**src/rtl/spifr_pkg.sv**
```systemverilog
package spifr_pkg;
  typedef enum logic [1:0] {
    ST_IDLE = 2'd0,
    ST_GAP  = 2'd1,
    ST_XFER = 2'd2
  } seq_state_t;

  localparam logic [7:0] FAST_READ_OP = 8'h0B;
  localparam int         OP_BITS      = 8;
  localparam int         DUMMY_BITS   = 8;
endpackage

```
**src/rtl/spifr_clkgen.sv**
```systemverilog
module spifr_clkgen #(
  parameter int CW = 9
) (
  input  logic          clk,
  input  logic          rst_n,
  input  logic          clr,
  input  logic          en,
  input  logic [CW-1:0] half,
  output logic          half_end
);
  logic [CW-1:0] cnt;

  always_ff @(posedge clk) begin
    if (!rst_n) begin
      cnt <= '0;
    end else if (clr) begin
      cnt <= '0;
    end else if (en) begin
      if (cnt == half - CW'(1)) cnt <= '0;
      else                      cnt <= cnt + CW'(1);
    end
  end

  assign half_end = en && !clr && (cnt == half - CW'(1));

  // the phase counter never runs past the latched half period
  a_r8_cnt_in_range: assert property (@(posedge clk) disable iff (!rst_n)
    en |-> (cnt < half));
endmodule

```
**src/rtl/spifr_txshift.sv**
```systemverilog
module spifr_txshift #(
  parameter int W = 40
) (
  input  logic         clk,
  input  logic         rst_n,
  input  logic         load,
  input  logic [W-1:0] din,
  input  logic         shift,
  output logic         bit_o
);
  logic [W-1:0] sr;

  always_ff @(posedge clk) begin
    if (!rst_n)     sr <= '0;
    else if (load)  sr <= din;
    else if (shift) sr <= {sr[W-2:0], 1'b0};
  end

  assign bit_o = sr[W-1];
endmodule

```
**src/rtl/spifr_rxshift.sv**
```systemverilog
module spifr_rxshift #(
  parameter int W = 8
) (
  input  logic         clk,
  input  logic         rst_n,
  input  logic         sample,
  input  logic         din,
  output logic [W-1:0] q
);
  always_ff @(posedge clk) begin
    if (!rst_n)      q <= '0;
    else if (sample) q <= {q[W-2:0], din};
  end
endmodule

```
**src/rtl/spi_fastread_ctrl.sv**
```systemverilog
module spi_fastread_ctrl
  import spifr_pkg::*;
#(
  parameter int LEN_W    = 16,
  parameter int DIV_W    = 8,
  parameter int MIN_HALF = 4,
  parameter int ADDR_W   = 24
) (
  input  logic             clk,
  input  logic             rst_n,
  input  logic             start,
  input  logic [ADDR_W-1:0] start_addr,
  input  logic [LEN_W-1:0] start_len,
  input  logic [DIV_W-1:0] clk_div,
  output logic             busy,
  output logic             done,
  output logic             spi_sclk,
  output logic             spi_cs_n,
  output logic             spi_mosi,
  input  logic             spi_miso,
  output logic [7:0]       rd_data,
  output logic             rd_valid,
  input  logic             rd_ready
);
  localparam int CW       = DIV_W + 1;
  localparam int GW       = CW + 1;
  localparam int HDR_BITS = OP_BITS + ADDR_W + DUMMY_BITS;
  localparam int HDR_W    = $clog2(HDR_BITS);

  function automatic logic [CW-1:0] eff_half(input logic [DIV_W-1:0] d);
    logic [CW-1:0] h;
    h = CW'(d) + CW'(1);
    if (h < CW'(MIN_HALF)) h = CW'(MIN_HALF);
    return h;
  endfunction

  seq_state_t       st;
  logic [CW-1:0]    half_q;
  logic [LEN_W-1:0] bytes_left;
  logic [HDR_W-1:0] hdr_cnt;
  logic [2:0]       bitidx;
  logic             in_data;
  logic             phase_hi;
  logic             cs_q;
  logic             done_q;
  logic [GW-1:0]    gap_cnt;
  logic [7:0]       out_data;
  logic             out_valid;
  logic [7:0]       rx_q;

  logic accept, stall, run, half_end, rise, fall, byte_fall, hdr_fall, last_fall;

  assign accept    = start && (st == ST_IDLE) && (start_len != '0);
  assign stall     = in_data && (bitidx == 3'd0) && !phase_hi && out_valid;
  assign run       = (st == ST_XFER) && !stall;
  assign rise      = half_end && !phase_hi;
  assign fall      = half_end && phase_hi;
  assign hdr_fall  = fall && !in_data;
  assign byte_fall = fall && in_data && (bitidx == 3'd7);
  assign last_fall = byte_fall && (bytes_left == LEN_W'(1));

  spifr_clkgen #(.CW(CW)) u_clkgen (
    .clk      (clk),
    .rst_n    (rst_n),
    .clr      (st == ST_GAP),
    .en       (run),
    .half     (half_q),
    .half_end (half_end)
  );

  spifr_txshift #(.W(HDR_BITS)) u_tx (
    .clk   (clk),
    .rst_n (rst_n),
    .load  (accept),
    .din   ({FAST_READ_OP, start_addr, {DUMMY_BITS{1'b0}}}),
    .shift (hdr_fall),
    .bit_o (spi_mosi)
  );

  spifr_rxshift #(.W(8)) u_rx (
    .clk    (clk),
    .rst_n  (rst_n),
    .sample (rise && in_data),
    .din    (spi_miso),
    .q      (rx_q)
  );

  always_ff @(posedge clk) begin
    if (!rst_n) begin
      st         <= ST_IDLE;
      half_q     <= CW'(MIN_HALF);
      bytes_left <= '0;
      hdr_cnt    <= '0;
      bitidx     <= '0;
      in_data    <= 1'b0;
      phase_hi   <= 1'b0;
      cs_q       <= 1'b1;
      done_q     <= 1'b0;
      gap_cnt    <= '0;
    end else begin
      done_q <= 1'b0;
      if (gap_cnt != '0) gap_cnt <= gap_cnt - GW'(1);
      unique case (st)
        ST_IDLE: begin
          if (accept) begin
            st         <= ST_GAP;
            half_q     <= eff_half(clk_div);
            bytes_left <= start_len;
          end
        end
        ST_GAP: begin
          if (gap_cnt == '0) begin
            st       <= ST_XFER;
            cs_q     <= 1'b0;
            phase_hi <= 1'b0;
            hdr_cnt  <= '0;
            in_data  <= 1'b0;
            bitidx   <= '0;
          end
        end
        ST_XFER: begin
          if (rise) phase_hi <= 1'b1;
          if (fall) begin
            phase_hi <= 1'b0;
            if (!in_data) begin
              if (hdr_cnt == HDR_W'(HDR_BITS - 1)) in_data <= 1'b1;
              else                                 hdr_cnt <= hdr_cnt + HDR_W'(1);
            end else begin
              bitidx <= bitidx + 3'd1;
              if (bitidx == 3'd7) begin
                if (bytes_left == LEN_W'(1)) begin
                  st      <= ST_IDLE;
                  cs_q    <= 1'b1;
                  done_q  <= 1'b1;
                  gap_cnt <= {half_q, 1'b0};
                end else begin
                  bytes_left <= bytes_left - LEN_W'(1);
                end
              end
            end
          end
        end
        default: st <= ST_IDLE;
      endcase
    end
  end

  always_ff @(posedge clk) begin
    if (!rst_n) begin
      out_valid <= 1'b0;
      out_data  <= '0;
    end else if (byte_fall) begin
      out_valid <= 1'b1;
      out_data  <= rx_q;
    end else if (out_valid && rd_ready) begin
      out_valid <= 1'b0;
    end
  end

  assign busy     = (st != ST_IDLE);
  assign done     = done_q;
  assign spi_sclk = phase_hi;
  assign spi_cs_n = cs_q;
  assign rd_data  = out_data;
  assign rd_valid = out_valid;

  // no clock activity while the flash is deselected
  a_r7_sclk_low_deselected: assert property (@(posedge clk) disable iff (!rst_n)
    spi_cs_n |-> !spi_sclk);
  // an idle controller never selects the flash
  a_r9_idle_deselected: assert property (@(posedge clk) disable iff (!rst_n)
    !busy |-> spi_cs_n);
  // done marks the release of chip-select
  a_r9_done_at_release: assert property (@(posedge clk) disable iff (!rst_n)
    done |-> (spi_cs_n && !$past(spi_cs_n)));
  // a completed byte never lands on an occupied slot
  a_r5_no_overflow: assert property (@(posedge clk) disable iff (!rst_n)
    byte_fall |-> !out_valid);
  // held data stays put under back-pressure
  a_r5_hold_stable: assert property (@(posedge clk) disable iff (!rst_n)
    (rd_valid && !rd_ready) |=> (rd_valid && $stable(rd_data)));
  // data out only moves while the serial clock is low
  a_r2_mosi_low_phase: assert property (@(posedge clk) disable iff (!rst_n)
    spi_sclk |-> $stable(spi_mosi));
  // a zero-length request leaves the controller idle
  a_r6_len0_ignored: assert property (@(posedge clk) disable iff (!rst_n)
    (start && !busy && (start_len == '0)) |=> !busy);
endmodule

```
**config.mk**
```make
export PLATFORM = sky130hd
export DESIGN_NAME = spi_fastread_ctrl
export DESIGN_NICKNAME = d
export VERILOG_FILES = /design/src/rtl/spifr_pkg.sv /design/src/rtl/spifr_clkgen.sv /design/src/rtl/spifr_txshift.sv /design/src/rtl/spifr_rxshift.sv /design/src/rtl/spi_fastread_ctrl.sv
export SDC_FILE = /design/constraint.sdc
export NUM_CORES = 1
export LEC_CHECK = 0
export ABC_AREA = 1
export BUFFER_PORTS_ARGS = -buffer_cell sky130_fd_sc_hd__buf_2
export CAP_MARGIN = 10
export CORE_MARGIN = 2
export CORE_UTILIZATION = 55
export CTS_BUF_LIST = sky130_fd_sc_hd__clkbuf_8
export CTS_CLUSTER_DIAMETER = 80
export DETAILED_ROUTE_END_ITERATION = 6
export PLACE_DENSITY_LB_ADDON = 0.15
export RECOVER_POWER = 25
export SLEW_MARGIN = 30
export SYNTH_ARGS = -nofsm -noshare
export SYNTH_HDL_FRONTEND = slang
export SYNTH_SLANG_ARGS = --single-unit
```
**constraint.sdc**
```tcl
create_clock -name clk -period 3.1 [get_ports clk]
set_input_delay 0.155 -clock clk [delete_from_list [all_inputs] [get_ports clk]]
set_output_delay 0.155 -clock clk [all_outputs]
set_load 0.1 [all_outputs]
```
# Word level (Yosys, flattened, before mapping)

Cells that the tools add are included.

Eq/ne operators: 16
Reduce and logical (&&, ||, !) cells: 40
Shift operators: 0
Bitwise logic cells: 1
Magnitude comparators: 1
Muxes and demuxes: 48
Add/subtract/negate cells: 7
Divide/modulo/power cells: 0
Multiply operators: 0

Operators with widths:

| cell                                                                   | number |
|---|---|
| 16-bit 2-to-1 mux                                                      | 5 |
| 36-bit 2-to-1 mux                                                      | 2 |
| 10-bit 2-to-1 mux                                                      | 6 |
| 16-bit case mux with 2 select lines                                    | 1 |
| 6-bit 2-to-1 mux                                                       | 4 |
| 9-bit 2-to-1 mux                                                       | 2 |
| 6-bit AND reduction                                                    | 3 |
| 16-bit by 1-bit equality test with 1-bit output, second input constant | 1 |
| 16-bit nonzero test                                                    | 1 |
| 16-bit by 1-bit subtractor with 16-bit output, second input constant   | 1 |
| 1-bit logical AND                                                      | 15 |
| 2-bit != test, second input constant                                   | 7 |
| 1-bit 2-to-1 mux                                                       | 13 |
| 2-bit 2-to-1 mux                                                       | 6 |
| 6-bit case mux with 2 select lines                                     | 1 |
| 10-bit logical NOT                                                     | 1 |
| 5-bit AND reduction                                                    | 2 |
| 10-bit nonzero test                                                    | 1 |
| 2-bit nonzero test                                                     | 5 |
| 10-bit by 1-bit subtractor with 10-bit output, second input constant   | 1 |
| 8-bit by 1-bit adder with 9-bit output, second input constant          | 1 |
| 9-bit by 1-bit adder with 9-bit output, second input constant          | 1 |
| 9-bit equality test                                                    | 1 |
| 9-bit by 3-bit < comparator with 1-bit output, second input constant   | 1 |
| other kinds (21)                                                       | 31 |

Flip-flop bits (word level): 108
Logic and storage cells: 129
Input port bits: 53
Bits in read-only memories: 0
Memories kept: 0
Bits in writable memories: 0
Latch bits: 0

# Longest topological paths before layout

Gate-level depths: netlist of run 1.

Depth in word-level cells: 12
Depth in mapped cells: 17
Gate-level depth less buffers: 16

# Cells and area by module

From an unflattened synthesis of run 1, not the netlist that was laid out.

Cells, all modules: 1062
Area, all modules: 7015.5 um2

Modules (own cells, without submodules):

| module            | instances | area each (um2) | cells each |
|---|---|---|---|
| spi_fastread_ctrl | 1         | 3693.5          | 577 |
| spifr_txshift     | 1         | 2185.8          | 303 |
| spifr_clkgen      | 1         | 779.5           | 131 |
| spifr_rxshift     | 1         | 356.6           | 51 |

# Worst setup path before layout of run 1

Ideal clock, no wire load.

Path type: register to register
Start point: register phase_hi (netlist: spi_sclk)
End point: register u_tx.sr[10]
Data required time: 2.990 ns
Stages on the path, launching flop included: 14
Slack: 0.612 ns
Data arrival time: 2.379 ns
Path buffers: 2
Period minus slack after synthesis: 2.488 ns
Cells stage by stage: dfxtp_1 nor2_1 nand3_1 nand2_2 nor2_1 nand2_1 nor2_4 nand4_1 buf_2 buf_2 nand3_1 nand3_1 nand2_1 inv_1

Cells in the longest elaborated chain, start to end: 10

RTL lines:

| element                               | RTL line                 | source |
|---|---|---|
| start: declaration                    | spi_fastread_ctrl.sv:43  | `logic phase_hi;` |
| start signal: assignment              | spi_fastread_ctrl.sv:96  | `phase_hi <= 1'b0;` |
| start signal: assignment              | spi_fastread_ctrl.sv:115 | `phase_hi <= 1'b0;` |
| start signal: assignment              | spi_fastread_ctrl.sv:122 | `if (rise) phase_hi <= 1'b1;` |
| 1-bit logical NOT                     | spi_fastread_ctrl.sv:54  | `assign stall = in_data && (bitidx == 3'd0) && !phase_hi && out_valid;` |
| 1-bit logical AND (2 in series)       | spi_fastread_ctrl.sv:54  |  |
| 1-bit logical NOT                     | spi_fastread_ctrl.sv:55  | `assign run = (st == ST_XFER) && !stall;` |
| 1-bit logical AND                     | spi_fastread_ctrl.sv:55  |  |
| 1-bit logical AND (2 in series)       | spifr_clkgen.sv:24       | `assign half_end = en && !clr && (cnt == half - CW'(1));` |
| 1-bit logical AND *                   | spi_fastread_ctrl.sv:57  | `assign fall = half_end && phase_hi;` |
| 1-bit logical AND *                   | spi_fastread_ctrl.sv:58  | `assign hdr_fall = fall && !in_data;` |
| 2-bit nonzero test (no source line) * | -                        |  |
| end signal: assignment                | spifr_txshift.sv:15      | `else if (load) sr <= din;` |
| end signal: assignment                | spifr_txshift.sv:16      | `else if (shift) sr <= {sr[W-2:0], 1'b0};` |
| end: declaration                      | spifr_txshift.sv:11      | `logic [W-1:0] sr;` |

Mark *: on every way between the ends. The rest lies on a longest branch, timed or not.
A chain may end at the register's enable or synchronous reset.

# Worst setup path in the final report of run 1

Start point: register half_q[0]
End point: register bytes_left[9]

Cells in the longest elaborated chain, start to end: 6

RTL lines:

| element                                     | RTL line                 | source |
|---|---|---|
| start: declaration                          | spi_fastread_ctrl.sv:38  | `logic [CW-1:0] half_q;` |
| start signal: assignment                    | spi_fastread_ctrl.sv:91  | `half_q <= CW'(MIN_HALF);` |
| start signal: assignment                    | spi_fastread_ctrl.sv:107 | `half_q <= eff_half(clk_div);` |
| 9-bit by 1-bit subtractor with 9-bit output | spifr_clkgen.sv:24       |  |
| 9-bit equality test                         | spifr_clkgen.sv:24       |  |
| 1-bit logical AND                           | spifr_clkgen.sv:24       |  |
| 1-bit logical AND                           | spi_fastread_ctrl.sv:57  |  |
| 2-bit != test (no source line)              | -                        |  |
| 6-bit AND reduction (no source line)        | -                        |  |
| end signal: assignment                      | spi_fastread_ctrl.sv:108 | `bytes_left <= start_len;` |
| end signal: assignment                      | spi_fastread_ctrl.sv:137 | `bytes_left <= bytes_left - LEN_W'(1);` |
| end: declaration                            | spi_fastread_ctrl.sv:39  | `logic [LEN_W-1:0] bytes_left;` |

No other way between the ends.

==> impl_metrics.json, run 1 <==
{
  "skew_ns": 0.0106,
  "firstDrtPassIters": 6,
  "synth_nets": 968,
  "finalSetupTns_ns": 0,
  "wire_per_inst_um": 11.6,
  "drc": 0,
  "comb_power_share_pct": 45.2,
  "cts_sinks": 108,
  "cts-root-buf": "clkbuf_8",
  "layout-drive-gt1-share_pct": 9.28,
  "dp_hpwl_mm": 9.26,
  "grt_pass1_vias": 5054,
  "leakagePower_nw": 3.08,
  "cts_tree": "yes",
  "ir_drop_uv": 396,
  "antenna_found_initial": 0,
  "start_util_pct": 56.4,
  "drv_slew": 0,
  "nets": 1028,
  "htreeDepth": 3,
  "dr.first_iter.drc_count": 332,
  "finalWirelength_mm": 12.8,
  "syn2layout_area_growth_pct": 10.7,
  "worstPathArrival_ns": 2.85,
  "clock_latency_ns": 0.37,
  "synth-seq-cells": 108,
  "overflow": 0,
  "cts_buffer_depth": 2,
  "swShare_pct": 43.4,
  "die-area_mm2": 0.0114,
  "via_per_inst": 4.98,
  "critical_path_class": "register to register",
  "power_density_mw_per_mm2": 769,
  "hold_violations": 0,
  "cts.clk_slew.worst_paths_ns": 0.10,
  "layout_common_cells": "nand2_1, nor2_1, inv_1",
  "rrSetupSlack_ns": 0.50,
  "synth.avg_cell_area_um2": 6.44,
  "worst_ep_required_time_ns": 3.35,
  "power_frac_clock_pct": 17.7,
  "die_y_um": 107,
  "status": "finished clean",
  "setup-violations-final": 0,
  "worst_pin_slew_ns": 1.16,
  "post_cts_resized": 0,
  "portBuffers": 66,
  "yosys_warnings": 0,
  "ys_seq_area_share_pct": 37.1,
  "synthArstFlopShare_pct": 0,
  "period_share_pct": 84.0,
  "fmax_mhz": 384,
  "num_vias": 5513,
  "cts_buffers": 9,
  "netSwitchingPower_mw": 2.15,
  "pwr-share-seq_pct": 37.1,
  "ys_types": 38,
  "diodes": 0,
  "syn_inst": 905,
  "grt_pass1_wl_mm": 22.3,
  "syn_area_mm2": 0.00583,
  "yosys_most_used_dff": "dfxtp_1",
  "row_count": 37,
  "rsz0062_at_grt": "false",
  "gp_congestion": 0.907,
  "endpoint_kind": "register",
  "power_mw": 4.96,
  "grt.total_usage_pct": 23.8,
  "maxCapViolCount": 0,
  "core_mm2": 0.0103,
  "layout_commonest_cell": "nand2_1",
  "fin_crit_ns": 2.60,
  "grt_start_max_net_pins": 47,
  "ant_nets": 0,
  "synth_edf_count": 0,
  "slew_headroom_pct": 22.8,
  "start_kind": "register",
  "p_int_mw": 2.81,
  "io_pins": 67,
  "postCtsSetupBuffers": 0,
  "hold_class": "input port to register",
  "crit_fanout": 22,
  "die_x_um": 107
}
Yosys cell counts (all sizes together) (5+ instances only):
cell type / n / area share [%]
a21oi: 36 / 3.1
nand3: 83 / 7.3
o22ai: 5 / 0.54
ha: 10 / 2.1
nor2: 175 / 12
dfxtp: 108 / 37
nor3: 8 / 0.69
o21ai: 45 / 3.9
xnor2: 6 / 0.90
nor3b: 5 / 0.64
a211oi: 9 / 1.2
xor2: 15 / 2.3
inv: 112 / 7.2
clkbuf: 15 / 0.97
nand4: 14 / 1.5
nand2: 228 / 15
buf: 14 / 1.6
final cells by class:
| class | instances | area, um^2 |
|---|---|---|
| sequential | 108 | 2160 |
| clock buffer | 11 | 151 |
| fill | 1033 | 3880 |
| multi-input combinational | 655 | 3080 |
| timing repair buffer | 78 | 405 |
| tap | 136 | 170 |
| clock inverter | 5 | 51.3 |
| inverter | 113 | 424 |
worst paths after layout:
check / from / cells after the start / end
setup / recovery: half_q[0]$_SDFFE_PN0P_ / 13 / bytes_left[9]$_SDFFE_PN0P_
hold / removal: start_addr[23] / 3 / u_tx.sr[31]$_SDFFE_PN0P_
setup reg to reg: half_q[0]$_SDFFE_PN0P_ / 13 / bytes_left[9]$_SDFFE_PN0P_
hold reg to reg: u_tx.sr[36]$_SDFFE_PP0N_ / 2 / u_tx.sr[36]$_SDFFE_PP0N_
routing by layer:
metal	GRT usage (%)	share of wire (%)
met2	39.5	45
met1	32.3	49
met5	0	0
met3	3.65	5.4
met4	6.49	0.99
stage by stage:
stage / std cells / hold WS, ns / setup WS [ns] / cell area, um^2 / utilization [%]
after floorplan: 905 / 0.265 / 0.612 / 5830 / -
after global placement: 1088 / 0.356 / 0.724 / 6250 / 60.6
after detailed placement: 1088 / 0.360 / 0.663 / 6250 / 60.6
after CTS: 1106 / 0.000891 / 0.643 / 6470 / 62.7
after global routing: 1106 / 0.0160 / 0.211 / 6450 / 62.5
final: 1106 / 0.0183 / 0.497 / 6450 / 62.5
worst max-delay path, cell delays in order (launching register included):
cell,delay (ns)
dfxtp_1,0.35
inv_1,0.11
ha_1,0.26
nand2_1,0.12
nor2_1,0.13
nand3_1,0.09
nand2_1,0.06
nand2_1,0.05
nor2_1,0.29
nand3_4,0.19
nand2_2,0.35
nand2_1,0.29
nand2_1,0.13
a21oi_1,0.07
state kept, by name, indices dropped and copies added (netlist names):
register / count
rd_data: 8
half_q: 9
spi_sclk: 1
bitidx: 3
bytes_left: 16
st: 2
done: 1
hdr_cnt: 6
spi_cs_n: 1
u_rx.q: 8
gap_cnt: 10
u_clkgen.cnt: 9
in_data: 1
rd_valid: 1
u_tx.sr: 32
power by group through the flow:
stage | logic [mW] | registers (mW) | clock network, mW
floorplan | 1.77 | 1.86 | 0
global placement | 2.23 | 1.87 | 0
detailed placement | 2.23 | 1.87 | 0
CTS | 2.25 | 1.84 | 0.902
global route | 2.60 | 1.87 | 0.951
finish | 2.24 | 1.84 | 0.877
repair_timing:
| action | 4_1_cts | 5_1_grt |
|---|---|---|
| hold buffers | 2 | 0 |
| hold endpoints to repair | 2 | 0 |
| endpoints found under the setup margin | 0 | 0 |
kinds of logic (layout without fill, tap and decap cells):
kind of cell    after synthesis  in the layout  share of synthesized area [%]
mux                           2              2                          0.344
flops                       108            108                           37.1
xor+xnor                     21             21                           3.16
simple gates                518            518                           37.6
compound gates              104            104                           9.79
buf+inv                     142            207                           9.86
fa+ha+maj                    10             10                           2.15
No activity file was read; power rests on OpenSTA's default activity.
==> inputs of run 2 (changes only) <==
Clock period 3.1 ns to 2.25 ns, I/O delays scaled along.
==> run 2 against run 1 <==
Via count is 5.7% higher; largest cell class unchanged; die area stayed put; flip-flop and latch count stayed put; critical path type unchanged; critical endpoint is now gap_cnt[7]$_SDFF_PN0_; sequential share of layout area is 2.1 points lower; hold slack worse by 0.0074 ns; sequential power is 39% higher; combinational power is 50% higher; final cell count is 3.0% higher.
==> impl_metrics.json, run 2 (synthesis gave the netlist of run 1 again) <==
{
  "gp_congestion": 0.916,
  "largest_reg_flops": 32,
  "io_pins": 67,
  "core_mm2": 0.0103,
  "clock_latency_ns": 0.39,
  "cts.clk_slew.worst_paths_ns": 0.11,
  "htreeDepth": 3,
  "grt_pass1_wl_mm": 23.0,
  "layout-drive-gt1-share_pct": 14.0,
  "post-place-ws_ns": -0.0957,
  "critPathSlowestCell": "dfxtp_2",
  "antenna_found_initial": 0,
  "syn2layout_area_growth_pct": 18.2,
  "start_kind": "register",
  "leakagePower_nw": 3.26,
  "overflow": 0,
  "cts_tree": "yes",
  "finalWirelength_mm": 14.0,
  "r2r_cells": 16,
  "row_count": 37,
  "max_stage_delay_ns": 0.36,
  "diodes": 0,
  "crit_fanout": 8,
  "worst_ep_required_time_ns": 2.58,
  "power_density_mw_per_mm2": 1050,
  "portBuffers": 66,
  "status": "finished clean",
  "fmax_mhz": 459,
  "skew_ns": 0.0129,
  "final_util_pct": 66.7,
  "start_util_pct": 56.4,
  "wire_per_inst_um": 12.3,
  "worst_pin_slew_ns": 1.23,
  "grt_start_max_net_pins": 41,
  "min_path_cells": 5,
  "fin_ws_ns": 0.0729,
  "setup-violations-final": 0,
  "num_vias": 5825,
  "power_mw": 7.22,
  "grt_pass1_vias": 5087,
  "die_y_um": 107,
  "cts_buffer_depth": 2,
  "cts_buffers": 9,
  "critical_path_class": "register to register",
  "rsz0062_at_grt": "true",
  "dp_hpwl_mm": 9.60,
  "cts-root-buf": "clkbuf_8",
  "die_x_um": 107,
  "worstPathArrival_ns": 2.50,
  "nets": 1061,
  "hold_violations": 0,
  "regMostFlops": "u_tx.sr",
  "maxCapViolCount": 0,
  "ant_nets": 0,
  "postLayoutCellArea_mm2": 0.00689,
  "largest_registers": "u_tx.sr x32, bytes_left x16, gap_cnt x10",
  "slew_headroom_pct": 18.1,
  "cts_sinks": 108,
  "fin_crit_ns": 2.18,
  "layout_commonest_cell": "nand2_1",
  "via_per_inst": 5.11,
  "endpoint_kind": "register",
  "cp_common_cell": "nand2_1",
  "grt.total_usage_pct": 24.8,
  "drc": 0,
  "die-area_mm2": 0.0114,
  "fillCellCount": 966,
  "drv_slew": 0,
  "period_share_pct": 96.8,
  "dr.first_iter.drc_count": 286,
  "firstDrtPassIters": 5,
  "hold_class": "input port to register",
  "placed_area_mm2": 0.00641,
  "path_cells": "inv_2 -> ha_4 -> inv_2 -> nand2_1 -> nand2_1 -> nand2_1 -> nor2_1 -> nand3_1 -> nor2_4 -> nand3_4 -> nor2_8 -> nand2_8 -> buf_8 -> nand2_2 -> nand2_1 -> nor2_1",
  "ir_drop_uv": 610,
  "layout_common_cells": "nand2_1, nor2_1, inv_1, dfxtp_1, nand3_1"
}
run 2: metal layers:
layer  up-vias  global-route usage (%)  part of all wire (%)  wire length (um)
met5         -                       0                     0                 0
li1       3057                       -                     -                 -
met3        18                    6.32                   5.4               748
met1      2616                    32.7                    46              6440
met2       134                    40.9                    47              6630
met4         0                    5.75                   1.1               159
run 2: path summary, 6_finish.rpt:
path,slack (ns),to,start
worst min-delay path,0.01,u_tx.sr[19]$_SDFFE_PN0P_,start_addr[11]
worst max register to register,0.07,gap_cnt[7]$_SDFF_PN0_,half_q[1]$_SDFFE_PN0P_
worst min register to register,0.46,spi_cs_n$_SDFFE_PN1P_,spi_cs_n$_SDFFE_PN1P_
worst max-delay path,0.07,gap_cnt[7]$_SDFF_PN0_,half_q[1]$_SDFFE_PN0P_
run 2: area by class of cell:
type / count / area [um^2] / share of cell area (%)
flip-flops and latches: 108 / 2170 / 31.5
inverters: 113 / 429 / 6.23
repair buffers: 111 / 721 / 10.5
multi-input cells: 655 / 3180 / 46.2
clock inverters: 6 / 76.3 / 1.11
clock buffers: 10 / 138 / 2.00
well taps: 136 / 170 / 2.47
run 2: worst max-delay path: cells and delay by family, from the launching register on:
kind | cells | cell delay, ns
adders and majority gates | 1 | 0.24
buffers and inverters | 3 | 0.25
DFF | 1 | 0.36
and+or+nand+nor | 12 | 1.24
run 2: metrics by stage:
step	cells	setup TNS, ns	hold WS (ns)
floorplan	905	0	0.223
global placement	1105	-0.0892	0.315
detailed placement	1105	-0.0957	0.319
CTS	1129	0	0.000891
global route	1139	-1.36	0.00357
finish	1139	0	0.0109
run 2: what timing repair did:
action,4_1_cts,5_1_grt
hold endpoints to repair,10,0
endpoints found under the setup margin,10,78
hold buffers,8,0
gates resized for setup,4,42
buffers inserted,0,10
pin swaps,0,7
run 2: where the power goes:
group	leakage (nW)	internal [mW]	switching (mW)
Combinational	2.27	1.22	2.15
Sequential	0.883	2.25	0.296
Clock	0.110	0.568	0.736
